===== src/rtl/ccd_pkg.sv =====
package ccd_pkg;
    localparam int DATA_W = 32;
    localparam int ADDR_W = 2;

    localparam logic [ADDR_W-1:0] A_DIV = 2'd0;
    localparam logic [ADDR_W-1:0] A_SRC = 2'd1;
    localparam logic [ADDR_W-1:0] A_ENA = 2'd2;
    localparam logic [ADDR_W-1:0] A_CMD = 2'd3;

    localparam int B_EN    = 0;
    localparam int B_LP    = 16;
    localparam int B_WAIT  = 13;
    localparam int B_UPD   = 21;
    localparam int B_START = 31;
endpackage


===== src/rtl/ccd_regs.sv =====
module ccd_regs
    import ccd_pkg::*;
#(
    parameter int DIV_W = 8,
    parameter int SRC_W = 2
) (
    input  logic              clk,
    input  logic              rst_n,
    input  logic              wr_en,
    input  logic [ADDR_W-1:0] wr_addr,
    input  logic [DATA_W-1:0] wr_data,
    input  logic [ADDR_W-1:0] rd_addr,
    output logic [DATA_W-1:0] rd_data,
    input  logic              data_busy,
    input  logic              safe,
    output logic              load,
    output logic [DIV_W-1:0]  div_new,
    output logic [DIV_W-1:0]  div_a,
    output logic              en_a,
    output logic              lp_a,
    output logic              pend,
    output logic              wait_flag
);
    typedef struct packed {
        logic [DIV_W-1:0] div_s;
        logic [SRC_W-1:0] src_s;
        logic             en_s;
        logic             lp_s;
        logic             pend;
        logic             waitd;
        logic [DIV_W-1:0] div_a;
        logic             en_a;
        logic             lp_a;
    } st_t;

    st_t st_d, st_q;
    logic accept;

    assign accept = st_q.pend && (!st_q.waitd || !data_busy) && safe;

    always_comb begin
        st_d = st_q;
        if (wr_en) begin
            case (wr_addr)
                A_DIV: st_d.div_s = wr_data[DIV_W-1:0];
                A_SRC: st_d.src_s = wr_data[SRC_W-1:0];
                A_ENA: begin
                    st_d.en_s = wr_data[B_EN];
                    st_d.lp_s = wr_data[B_LP];
                end
                default: begin
                    if (!st_q.pend && wr_data[B_START] && wr_data[B_UPD]) begin
                        st_d.pend  = 1'b1;
                        st_d.waitd = wr_data[B_WAIT];
                    end
                end
            endcase
        end
        if (accept) begin
            st_d.div_a = st_q.div_s;
            st_d.en_a  = st_q.en_s;
            st_d.lp_a  = st_q.lp_s;
            st_d.pend  = 1'b0;
            st_d.waitd = 1'b0;
        end
    end

    always_ff @(posedge clk or negedge rst_n) begin
        if (!rst_n) st_q <= '0;
        else        st_q <= st_d;
    end

    always_comb begin
        rd_data = '0;
        case (rd_addr)
            A_DIV: rd_data[DIV_W-1:0] = st_q.div_s;
            A_SRC: rd_data[SRC_W-1:0] = st_q.src_s;
            A_ENA: begin
                rd_data[B_EN] = st_q.en_s;
                rd_data[B_LP] = st_q.lp_s;
            end
            default: rd_data[B_START] = st_q.pend;
        endcase
    end

    assign load      = accept;
    assign div_new   = st_q.div_s;
    assign div_a     = st_q.div_a;
    assign en_a      = st_q.en_a;
    assign lp_a      = st_q.lp_a;
    assign pend      = st_q.pend;
    assign wait_flag = st_q.waitd;
endmodule


===== src/rtl/ccd_divider.sv =====
module ccd_divider #(
    parameter int DIV_W = 8
) (
    input  logic             clk,
    input  logic             rst_n,
    input  logic [DIV_W-1:0] div_a,
    input  logic             en_a,
    input  logic             lp_a,
    input  logic             bus_active,
    input  logic             load,
    input  logic [DIV_W-1:0] div_new,
    output logic             safe,
    output logic             phase,
    output logic             card_clk
);
    typedef struct packed {
        logic [DIV_W-1:0] cnt;
        logic             phase;
    } dv_t;

    dv_t dv_d, dv_q;
    logic [DIV_W-1:0] term;
    logic running, bypass;
    logic gate_q, pass_q;

    assign bypass  = (div_a == '0);
    assign term    = bypass ? '0 : div_a - DIV_W'(1);
    assign running = en_a && (!lp_a || bus_active);
    assign safe    = bypass || (!dv_q.phase && dv_q.cnt == term);

    always_comb begin
        dv_d = dv_q;
        if (bypass) begin
            dv_d.cnt   = '0;
            dv_d.phase = 1'b0;
        end else if (dv_q.cnt == term) begin
            if (dv_q.phase) begin
                dv_d.phase = 1'b0;
                dv_d.cnt   = '0;
            end else if (running) begin
                dv_d.phase = 1'b1;
                dv_d.cnt   = '0;
            end
        end else begin
            dv_d.cnt = dv_q.cnt + DIV_W'(1);
        end
        if (load) begin
            dv_d.phase = 1'b0;
            dv_d.cnt   = (div_new == '0) ? '0 : div_new - DIV_W'(1);
        end
    end

    always_ff @(posedge clk or negedge rst_n) begin
        if (!rst_n) dv_q <= '0;
        else        dv_q <= dv_d;
    end

    // bypass gate and select change only while clk is low
    always_ff @(negedge clk or negedge rst_n) begin
        if (!rst_n) begin
            gate_q <= 1'b0;
            pass_q <= 1'b0;
        end else begin
            gate_q <= running && bypass;
            pass_q <= bypass;
        end
    end

    assign phase    = dv_q.phase;
    assign card_clk = pass_q ? (clk & gate_q) : dv_q.phase;
endmodule


===== src/rtl/card_clk_div.sv =====
module card_clk_div
    import ccd_pkg::*;
#(
    parameter int DIV_W = 8,
    parameter int SRC_W = 2
) (
    input  logic              clk,
    input  logic              rst_n,
    input  logic              wr_en,
    input  logic [ADDR_W-1:0] wr_addr,
    input  logic [DATA_W-1:0] wr_data,
    input  logic [ADDR_W-1:0] rd_addr,
    output logic [DATA_W-1:0] rd_data,
    input  logic              data_busy,
    input  logic              bus_active,
    output logic              card_clk
);
    logic             safe, load, en_a, lp_a, pend, wait_flag, phase;
    logic [DIV_W-1:0] div_new, div_a;

    ccd_regs #(.DIV_W(DIV_W), .SRC_W(SRC_W)) u_regs (
        .clk(clk), .rst_n(rst_n), .wr_en(wr_en), .wr_addr(wr_addr),
        .wr_data(wr_data), .rd_addr(rd_addr), .rd_data(rd_data),
        .data_busy(data_busy), .safe(safe), .load(load), .div_new(div_new),
        .div_a(div_a), .en_a(en_a), .lp_a(lp_a), .pend(pend),
        .wait_flag(wait_flag)
    );

    ccd_divider #(.DIV_W(DIV_W)) u_div (
        .clk(clk), .rst_n(rst_n), .div_a(div_a), .en_a(en_a), .lp_a(lp_a),
        .bus_active(bus_active), .load(load), .div_new(div_new),
        .safe(safe), .phase(phase), .card_clk(card_clk)
    );
endmodule


===== config.mk =====
export PLATFORM = sky130hd
export DESIGN_NAME = card_clk_div
export DESIGN_NICKNAME = d
export VERILOG_FILES = /design/src/rtl/ccd_pkg.sv /design/src/rtl/ccd_regs.sv /design/src/rtl/ccd_divider.sv /design/src/rtl/card_clk_div.sv
export SDC_FILE = /design/constraint.sdc
export NUM_CORES = 1
export LEC_CHECK = 0
export BUFFER_PORTS_ARGS = -buffer_cell sky130_fd_sc_hd__buf_2
export CORE_MARGIN = 4
export CORE_UTILIZATION = 52
export DETAILED_ROUTE_END_ITERATION = 16
export PLACE_DENSITY = 0.89
export SKIP_CTS_REPAIR_TIMING = 1
export SLEW_MARGIN = 25
export SYNTH_ARGS = -nofsm -noshare
export SYNTH_HDL_FRONTEND = slang
export SYNTH_SLANG_ARGS = --single-unit

===== constraint.sdc =====
create_clock -name clk -period 3.6 [get_ports clk]
set_input_delay 0.18 -clock clk [delete_from_list [all_inputs] [get_ports clk]]
set_output_delay 0.18 -clock clk [all_outputs]
set_load 0.02 [all_outputs]

# --- Word level (Yosys, flattened, before mapping) ---
# Index checks and enable logic that the tools add are counted.
totals:
  regBits: 35
  in_bits: 41
  wordCells: 70
op_classes:
  n_bitwise: 1
  n_eq_ne: 7
  mux: 18
  n_addsub: 3
  n_reduce_logical: 28
op_table:
  columns: ["cell", "n"]
  rows:
  - ["$mux W9", 4]
  - ["$mux W8", 3]
  - ["$logic_not A8 Y1", 2]
  - ["$sub A8 B1 Y8 const B", 2]
  - ["$mux W12", 1]
  - ["$add A8 B1 Y8 const B", 1]
  - ["$eq A8 B8 Y1", 1]
  - ["$logic_and A1 B1 Y1", 7]
  - ["$mux W2", 3]
  - ["$mux W6", 1]
  - ["$reduce_and A2 Y1", 3]
  - ["$reduce_or A3 Y1", 2]
  - ["$logic_not A1 Y1", 5]
  - ["$ne A5 B2 Y1 const B", 1]
  - ["$eq A2 B1 Y1 const B", 2]
  - ["$eq A2 B2 Y1 const B", 2]
  - ["$logic_not A2 Y1", 2]
  - ["$mux W1", 4]
  - ["$reduce_bool A2 Y1", 2]
  - ["$logic_or A1 B1 Y1", 3]
  - ["$pmux W1 S3", 1]
  - ["$reduce_and A3 Y1", 1]
  - ["$reduce_bool A3 Y1", 1]
  - ["$ne A2 B1 Y1 const B", 1]
  - ["other kinds (2)", 2]

# --- Logic depth before layout (Yosys ltp) ---
# Gate-level depths: netlist of run 1.
depth:
  depth_word: 8
  depth_mapped: 12
  depth_no_buf: 10

# --- Hierarchy ---
# A second synthesis of run 1 with hierarchy kept.
unflattened:
  cells_unflattened: 247
  area_unflattened_um2: 2441.1
by_module_without_submodules:
  columns: ["mod", "area_per_inst_um2", "cells_each", "instances"]
  rows:
  - ["ccd_regs", 1333.8, 113, 1]
  - ["ccd_divider", 1107.3, 134, 1]

==> results of run 1 <==
## placed cells by master (no fill, tap or decap), types with 9 or more instances in the layout
cell type and n:
nand2_1 13, nor3_1 9, dfrtp_1 33, inv_1 9, mux2_2 13, o21ai_0 9
conb_1 22, buf_2 31, nor2_1 16, nand2b_1 10
## where the power goes
part           switching, mW  leakage (nW)  internal (mW)  total [mW]
registers             0.0406         0.434          0.424       0.465
clock network          0.163        0.0699          0.205       0.368
logic                  0.109         0.805         0.0742       0.184
total                  0.313          1.31          0.703        1.02
## worst min path at each step
stage | from | to | slack (ps) | depth (start not counted)
global placement | rst_n | u_div.phase | 3 | 1
CTS | rst_n | u_div.phase | -430 | 1
floorplan | rst_n | u_div.dv_q[1] | -120 | 0
global route | wr_data[16] | u_regs.st_q[12] | 3 | 2
detailed placement | rst_n | u_div.phase | 2 | 1
finish | wr_data[16] | u_regs.st_q[12] | 6 | 2
## layer usage
layer / vias up / GRT usage, %
li1: 1006 / -
met1: 992 / 22.46
met2: 74 / 30.65
met3: 13 / 6.265
met4: 0 / 9.266
met5: - / 0
## worst max-delay path, delay by kind of cell, from the launching register on
kind                       cells  cell delay (ps)
buffers and inverters          1              110
and+or+nand+nor                3              670
adders and majority gates      1              320
DFF                            1              470
## stage by stage
stage | area (sq um) | power (mW)
finish | 2826 | 1.016
global route | 2826 | 1.077
CTS | 2768 | 1.020
detailed placement | 2638 | 0.6502
global placement | 2638 | 0.6445
floorplan | 2623 | 0.6133
## registers in the layout, summed over array words and instances, names as in the netlist
| signal | flops |
|---|---|
| u_regs.div_a | 8 |
| u_div.pass_q | 1 |
| u_regs.div_new | 8 |
| u_regs.pend | 1 |
| u_regs.en_a | 1 |
| u_regs.wait_flag | 1 |
| u_regs.st_q | 4 |
| u_div.gate_q | 1 |
| u_div.dv_q | 8 |
| u_regs.lp_a | 1 |
| u_div.phase | 1 |
## layout make-up
type                    instances  area share (%)
clock buffers                   9           4.073
repair buffers                 37           7.525
flip-flops and latches         35           30.99
clock inverters                 3          0.7083
multi-input cells             214           52.55
well taps                      67           2.966
inverters                       9           1.195
## kinds of logic (layout without fill, tap and decap cells)
| logic type | count (synthesis) | in the layout | share of synthesized area (%) |
|---|---|---|---|
| adders and majority gates | 3 | 3 | 1.476 |
| muxes | 19 | 19 | 8.116 |
| AOI/OAI and AO/OA | 50 | 50 | 14.51 |
| buffers and inverters | 47 | 58 | 11.02 |
| xor gates and xnor gates | 11 | 11 | 4.870 |
| DFF | 35 | 35 | 34.43 |
| other | 1 | 22 | 0.1474 |
| and+or+nand+nor | 109 | 109 | 25.43 |
==> impl_results.md, run 1 <==
* Outcome: finished clean
* Hpwl dp at around 4000 um
* Peak VDD IR at 279.6 uV
* Via density at 5.575
* Final GP Congestion at 0.8836
* GR Util All Layers at 18.92%
* Drt wl/cell at 14.60 um
* Top FF cell, synth: dfrtp_1
* CP Data Required Time at 2250 ps
* Crit path launch: u_regs.div_a[0]
* Critical Path AT at 1970 ps
* Cell total after placement at 359
* Final setup vio count at 0
* Remaining DRCs at 0
* Synth Register Bits at 35
* Layout Nets at 350
* Async SR Flop Fraction at 100.0%
* Area contributors post-synth: dfrtp_1 (32%), buf_4 (6.8%), mux2_2 (5.8%)
* First-pass GRT wire length at 8976 um
* Hold_ws at 6.383 ps
* Sequential share of the synthesized area at 34.43%
* Starting Density at 53.85%
* Most numerous cell in the Yosys netlist: dfrtp_1
* Setup WS pre-CTS at 192.2 ps
* TritonCTS clock tree: done
* Leading area contributor after synthesis: dfrtp_1
* WL final at 5460 um
* Antenna cell count at 0
* Synth cell types at 57
* Met3 WL at 386 um
* Crit path cell chain: inv_1 -> ha_1 -> nor4b_4 -> nand2_1 -> nor2_1
* IO Port Bufs at 31
* Cells after Synth at 275
* Metal2 WL at approximately 2700 um
* Layout Cells excl Fill at 374
* RSZ-0062 raised after global routing: false
* Clock-pin slew on the worst setup and hold paths at 70 ps
* Slew Viols, Final at 0
* Initial antenna violation count at 0
* Syn_area_per_cell at 9.250 sq um
* Die area at 6075 sq um
* Die W at approximately 78 um
* Vias in the first global route at 1,978
* Largest net degree at the start of global routing at 31
* R2r endpoint: u_div.gate_q
* Final ANT Viol Nets at 0
* Fin util at 59.84%
* Synth Warn # at 0
* IO Pins at 74
* Setup TNS at 0 ps
* Clock Skews at ~26 ps
* Met1 wire length at 2300 um
* CP Launch Type: flip-flop
* Seq. cell area at approximately 880 sq um
* Highest metal used: met4
* Row count at 25
* Critical path capture point type: flip-flop
* Slack of the critical path at 276.3 ps
* Power Dens Cells at between 300 and 400 nW/um^2
* Pleak at 1.309 nW
* Drt initial violations at between 150 and 200
* Critical R2R Launch: u_regs.div_a[0]
* Hold WC Path Type: in2reg
* Vias at roughly 2,100
* Die H at 77.94 um
* Critical path's slowest cell: dfrtp_1
* Critical Path Max Stage Delay at 470 ps
* End of the critical path: u_div.gate_q
* Reg2reg path depth at 5
* Router iterations before antenna repair at 4
* Global route total overflow at 0
* Type of the worst setup path: reg2reg
* Top cell type's share of synthesized area at 32.46%
* Worst Path Max Fanout at 8
* Layout cell share with drive strength beyond 1 at 23.45%
* Number of flops mapped to enable cells by yosys at 0
* Synth top cells by count: dfrtp_1 (33), buf_4 (23), nor2_1 (16)
* Multi-input gate area at 1485 sq um
* Clock insertion delay at the later pin of the skew report at 420 ps
* Area added between synthesis and finish at 11.12%
* Tightest Pin Transition at about 630 ps
* Fillers at a little over 400
* Reg-to-reg slack, setup at 280 ps
* Final Hold Viols at 0
* Core area at ~4700 sq um
* Max cap viols at 0
* Relative slew slack at 57.73%
* Synthesized area at 2544 sq um
No activity file was read; power rests on OpenSTA's default activity.
==> run 2, diff against run 1 <==
Settings changed: CORE_MARGIN 4 to 1.5, CTS_CLUSTER_SIZE set to 40.
==> impl_results.md, run 2 (synthesized netlist as in run 1, its figures left out) <==
* Remaining DRCs at 0 (unchanged)
* Fin util at 60.24% (was 59.84%)
* TritonCTS clock tree: done (unchanged)
* Fillers at 378 (was 403)
* WL final at 5810 um (was 5460 um)
* Clock Skews at 17.25 ps (was 26.43 ps)
* Worst Path Max Fanout at 7 (was 8)
* Via density at 5.885 (was 5.575)
* Largest net degree at the start of global routing at 32 (was 31)
* Setup WS pre-CTS at 350.6 ps (was 192.2 ps)
* Starting Density at 53.85% (unchanged)
* Die W at 72.94 um (was 77.94 um)
* Area added between synthesis and finish at 11.85% (was 11.12%)
* Hold_ws at 1.214 ps (was 6.383 ps)
* Commonest non-fill, non-tap cell in the layout: dfrtp_1 (unchanged)
* Slew Viols, Final at 0 (unchanged)
* Router iterations before antenna repair at 5 (was 4)
* Die H at 72.94 um (was 77.94 um)
* First-pass GRT wire length at 9404 um (was 8976 um)
* Hold WC Path Type: in2reg (unchanged)
* Cell total after placement at 361 (was 359)
* CP Launch Type: flip-flop (unchanged)
* IO Pins at 74 (unchanged)
* Grt met3 use at 8.564% (was 6.265%)
* IO Port Bufs at 31 (unchanged)
* Setup TNS at 0 ps (unchanged)
* Layout Cells excl Fill at 375 (was 374)
* Critical Path AT at 1900 ps (was 1970 ps)
* Most common cell on crit path: inv_1
* Clock insertion delay at the later pin of the skew report at 410 ps (was 420 ps)
* Initial antenna violation count at 0 (unchanged)
* RSZ-0062 raised after global routing: false (unchanged)
* Final Power at 1.111 mW (was 1.016 mW)
* Slack of the critical path at 337.9 ps (was 276.3 ps)
* Critical Path Max Stage Delay at 470 ps (about the same)
* Power Dens Cells at 390.5 nW/um^2 (was 359.4 nW/um^2)
* CP Data Required Time at 2240 ps (was 2250 ps)
* GRT busiest layer: met2 (unchanged)
* Global route total overflow at 0 (unchanged)
* Final Hold Viols at 0 (unchanged)
* Vias in the first global route at 2,064 (was 1,978)
* Clock-pin slew on the worst setup and hold paths at 80 ps (was 70 ps)
* Drt initial violations at 209 (was 169)
* Hpwl dp at 4156 um (was 4041 um)
* Layout cell share with drive strength beyond 1 at 23.70% (was 23.45%)
* Pleak at 1.334 nW (was 1.309 nW)
* Relative slew slack at 54.05% (was 57.73%)
* Vias at 2,207 (was 2,085)
* GR Util All Layers at 23.77% (was 18.92%)
* Outcome: finished clean (unchanged)
* Max cap viols at 0 (unchanged)
* Layout Nets at 351 (was 350)
* Core area at 4723 sq um (unchanged)
* Final setup vio count at 0 (unchanged)
* Die area at 5320 sq um (was 6075 sq um)
* Peak VDD IR at 328.2 uV (was 279.6 uV)
* Tightest Pin Transition at 687.8 ps (was 632.7 ps)
* Fin area at 2845 sq um (was 2826 sq um)
* Antenna cell count at 0 (unchanged)
* Area post-placement at 2658 sq um (was 2638 sq um)
* Critical path's slowest cell: dfrtp_1 (unchanged)
* Row count at 25 (unchanged)
* Critical path capture point type: flip-flop (unchanged)
* Final GP Congestion at 0.9153 (was 0.8836)
* Grt met1 use at 27.44% (was 22.46%)
* M2 GR Usage at 39.04% (was 30.65%)
* Final ANT Viol Nets at 0 (unchanged)
* Crit path cell chain: inv_1 -> ha_1 -> nor4b_2 -> nand2_1 -> inv_1 (was inv_1 -> ha_1 -> nor4b_4 -> nand2_1 -> nor2_1)
* Most frequent cells in the layout: dfrtp_1 (33), buf_2 (31), conb_1 (22), nor2_1 (16) (unchanged)
* Type of the worst setup path: reg2reg (unchanged)
* Drt wl/cell at 15.49 um (was 14.60 um)
-- run 2: layer usage --
layer,share of wire [%],vias to the layer above,routed length [um]
met1,39,1074,2294
met3,7.4,15,432
met4,1.8,0,104
li1,-,1008,-
met2,51,110,2979
met5,0,-,0
-- run 2: worst paths after layout --
kind                                     end             from  depth (start not counted)  slack [ps]
max in group asynchronous       u_div.gate_q            rst_n                          2        1650
min in group asynchronous        u_div.phase            rst_n                          2         120
min                        u_regs.div_new[1]       wr_data[1]                          3           1
min reg2reg                      u_regs.lp_a      u_regs.lp_a                          1         520
max                             u_div.pass_q  u_regs.div_a[0]                          5         340
max reg2reg                     u_div.pass_q  u_regs.div_a[0]                          5         340
-- run 2: power breakdown --
group / internal, mW / switching [mW]
clock: 0.280 / 0.175
sequential: 0.424 / 0.0440
combinational: 0.0736 / 0.114
total: 0.778 / 0.334
-- run 2: cell type report --
type / count / area [sq um] / share of cell area [%]
Clock buffer: 9 / 115.1 / 4.046
Clock inverter: 3 / 47.55 / 1.671
Inverter: 9 / 33.78 / 1.187
Multi-Input combinational cell: 214 / 1471 / 51.71
Sequential cell: 35 / 875.8 / 30.78
Tap cell: 67 / 83.83 / 2.946
Timing Repair Buffer: 38 / 217.7 / 7.652
-- run 2: worst max-delay path: cells and delay by family, from the launching register on --
family | cells | cell delay (ps)
and+or+nand+nor | 2 | 570
DFF | 1 | 470
buffers and inverters | 2 | 280
adders and majority gates | 1 | 170
==> run 3, diff against run 2 <==
Settings changed: CORE_UTILIZATION 52 to 54, CTS_BUF_LIST set to sky130_fd_sc_hd__clkbuf_4 sky130_fd_sc_hd__clkbuf_8, PLACE_DENSITY 0.89 to 0.92.
==> impl_results.md, run 3 (synthesized netlist as in run 1, its figures left out) <==
* Outcome: finished clean (unchanged)
* Area added between synthesis and finish at 9.297% (was 11.85%)
* Tightest Pin Transition at 653.9 ps (was 687.8 ps)
* Clk pwr share at 36.8% (was 41.0%)
* TritonCTS clock tree: done (unchanged)
* Clock Skews at 24.32 ps (was 17.25 ps)
* First-pass GRT wire length at 9425 um (was 9404 um)
* Sw Pwr at 0.3055 mW (was 0.3336 mW)
* Fin area at 2780 sq um (was 2845 sq um)
* CP Data Required Time at 2240 ps (about the same)
* Stages on worst setup path at 5 (unchanged)
* Crit path cell chain: inv_1 -> ha_1 -> nor4b_2 -> nand2_1 -> nor2_1 (was inv_1 -> ha_1 -> nor4b_2 -> nand2_1 -> inv_1)
* GR Util All Layers at 24.07% (was 23.77%)
* Vias in the first global route at 1,977 (was 2,064)
* WP buf/inv at 1 (was 2)
* WL final at 5675 um (was 5810 um)
* Gate power share at 17.8% (was 16.9%)
* Type of the worst setup path: reg2reg (unchanged)
* Vias at 2,111 (was 2,207)
* Row count at 24 (was 25)
* Via density at 5.897 (was 5.885)
* Final setup vio count at 0 (unchanged)
* CP top delay family: simple AND/OR/NAND/NOR gates (unchanged)
* Critical Path AT at 1980 ps (was 1900 ps)
* Remaining DRCs at 0 (unchanged)
* Critical Path Max Stage Delay at 460 ps (was 470 ps)
* Sw Ratio at 29.54% (was 30.02%)
* IO Port Bufs at 31 (unchanged)
* Largest net degree at the start of global routing at 34 (was 32)
* Die W at 71.64 um (was 72.94 um)
* Drt wl/cell at 15.85 um (was 15.49 um)
* Min-delay src: wr_data[5] (was wr_data[1])
* RSZ-0062 raised after global routing: false (unchanged)
* Hold WC Path Type: in2reg (unchanged)
* Final GP Congestion at 0.8671 (was 0.9153)
* Pleak at 1.316 nW (was 1.334 nW)
* Layout cell share with drive strength beyond 1 at 23.53% (was 23.70%)
* Router iterations before antenna repair at 7 (was 5)
* Hpwl dp at 4182 um (was 4156 um)
* Core area at 4444 sq um (was 4723 sq um)
* Commonest non-fill, non-tap cell in the layout: dfrtp_1 (unchanged)
* Clock-pin slew on the worst setup and hold paths at 60 ps (was 80 ps)
* Final ANT Viol Nets at 0 (unchanged)
* Fin util at 62.56% (was 60.24%)
* Power Dens Cells at 372.0 nW/um^2 (was 390.5 nW/um^2)
* Slew Viols, Final at 0 (unchanged)
* Max cap viols at 0 (unchanged)
* Initial antenna violation count at 0 (unchanged)
* Hold_ws at 16.89 ps (was 1.214 ps)
* Peak VDD IR at 313.9 uV (was 328.2 uV)
* Reg2reg path depth at 5 (unchanged)
* IO Pins at 74 (unchanged)
* Clock insertion delay at the later pin of the skew report at 410 ps (about the same)
* Crit path launch: u_regs.div_a[0] (unchanged)
* Drt initial violations at 210 (was 209)
* Final Hold Viols at 0 (unchanged)
* Die H at 71.64 um (was 72.94 um)
* Relative slew slack at 55.28% (was 54.05%)
* Pint at 0.7287 mW (was 0.7776 mW)
* Starting Density at 57.24% (was 53.85%)
* Slack of the critical path at 253.6 ps (was 337.9 ps)
* Critical path capture point type: flip-flop (unchanged)
* Critical R2R Launch: u_regs.div_a[0] (unchanged)
* Die area at 5132 sq um (was 5320 sq um)
* Worst Path Max Fanout at 8 (was 7)
* Antenna cell count at 0 (unchanged)
* Setup WS pre-CTS at 266.8 ps (was 350.6 ps)
* CP Launch Type: flip-flop (unchanged)
* Seq pwr share at 45.4% (was 42.1%)
* Most frequent cells in the layout: dfrtp_1 (33), buf_2 (31), conb_1 (22), nor2_1 (16) (unchanged)
* WHS Path Cells at 2 (was 3)
* Layout Nets at 349 (was 351)
* Critical path's slowest cell: dfrtp_1 (unchanged)
* Area post-placement at 2634 sq um (was 2658 sq um)
* Global route total overflow at 0 (unchanged)
* Setup TNS at 0 ps (unchanged)
-- run 3: cell types whose count changed in the layout (fill, tap and decap cells not counted), sizes merged --
cell,change
inv,-1
dlygate4sd3,-2
clkbuf,+2
bufinv,-1
-- run 3: stage by stage --
step,cells,power (mW)
2_1_floorplan,296,0.6133
3_3_place_gp,346,0.6477
3_5_place_dp,346,0.6565
4_1_cts,357,1.038
5_1_grt,358,1.090
6_report,358,1.034
-- run 3: power by group through the flow --
| stage | Sequential [mW] | Combinational (mW) | Clock [mW] |
|---|---|---|---|
| 2_1_floorplan | 0.447 | 0.167 | 0.000113 |
| 6_report | 0.470 | 0.184 | 0.380 |
| 3_5_place_dp | 0.475 | 0.181 | 0.000113 |
| 3_3_place_gp | 0.472 | 0.176 | 0.000113 |
| 4_1_cts | 0.468 | 0.182 | 0.388 |
| 5_1_grt | 0.474 | 0.202 | 0.414 |
-- run 3: layout make-up --
cell class / count / area, sq um
well taps: 52 / 65.06
clock inverters: 1 / 5.005
multi-input cells: 214 / 1466
inverters: 9 / 33.78
fillers: 343 / 1664
clock buffers: 11 / 136.4
repair buffers: 36 / 197.7
flip-flops and latches: 35 / 875.8
-- run 3: path summary, 6_finish.rpt --
check / endpoint / slack (ps)
worst max-delay path: u_div.gate_q / 250
worst min-delay path: u_regs.div_new[5] / 20
worst max register to register: u_div.gate_q / 250
worst min register to register: u_regs.st_q[14] / 520
max in group asynchronous: u_div.gate_q / 1630
min in group asynchronous: u_div.dv_q[5] / 440
-- run 3: layer usage --
layer / vias to the layer above / routed length, um / global-route usage [%]
li1: 1003 / - / -
met1: 992 / 2345 / 30.69
met2: 106 / 2789 / 38.68
met3: 10 / 458 / 7.173
met4: 0 / 82 / 9.224
met5: - / 0 / 0
-- run 3: worst register-to-register path, stage by stage, from the launching register on --
cell	delay [ps]
dfrtp_1	460
inv_1	120
ha_1	280
nor4b_2	370
nand2_1	200
nor2_1	160
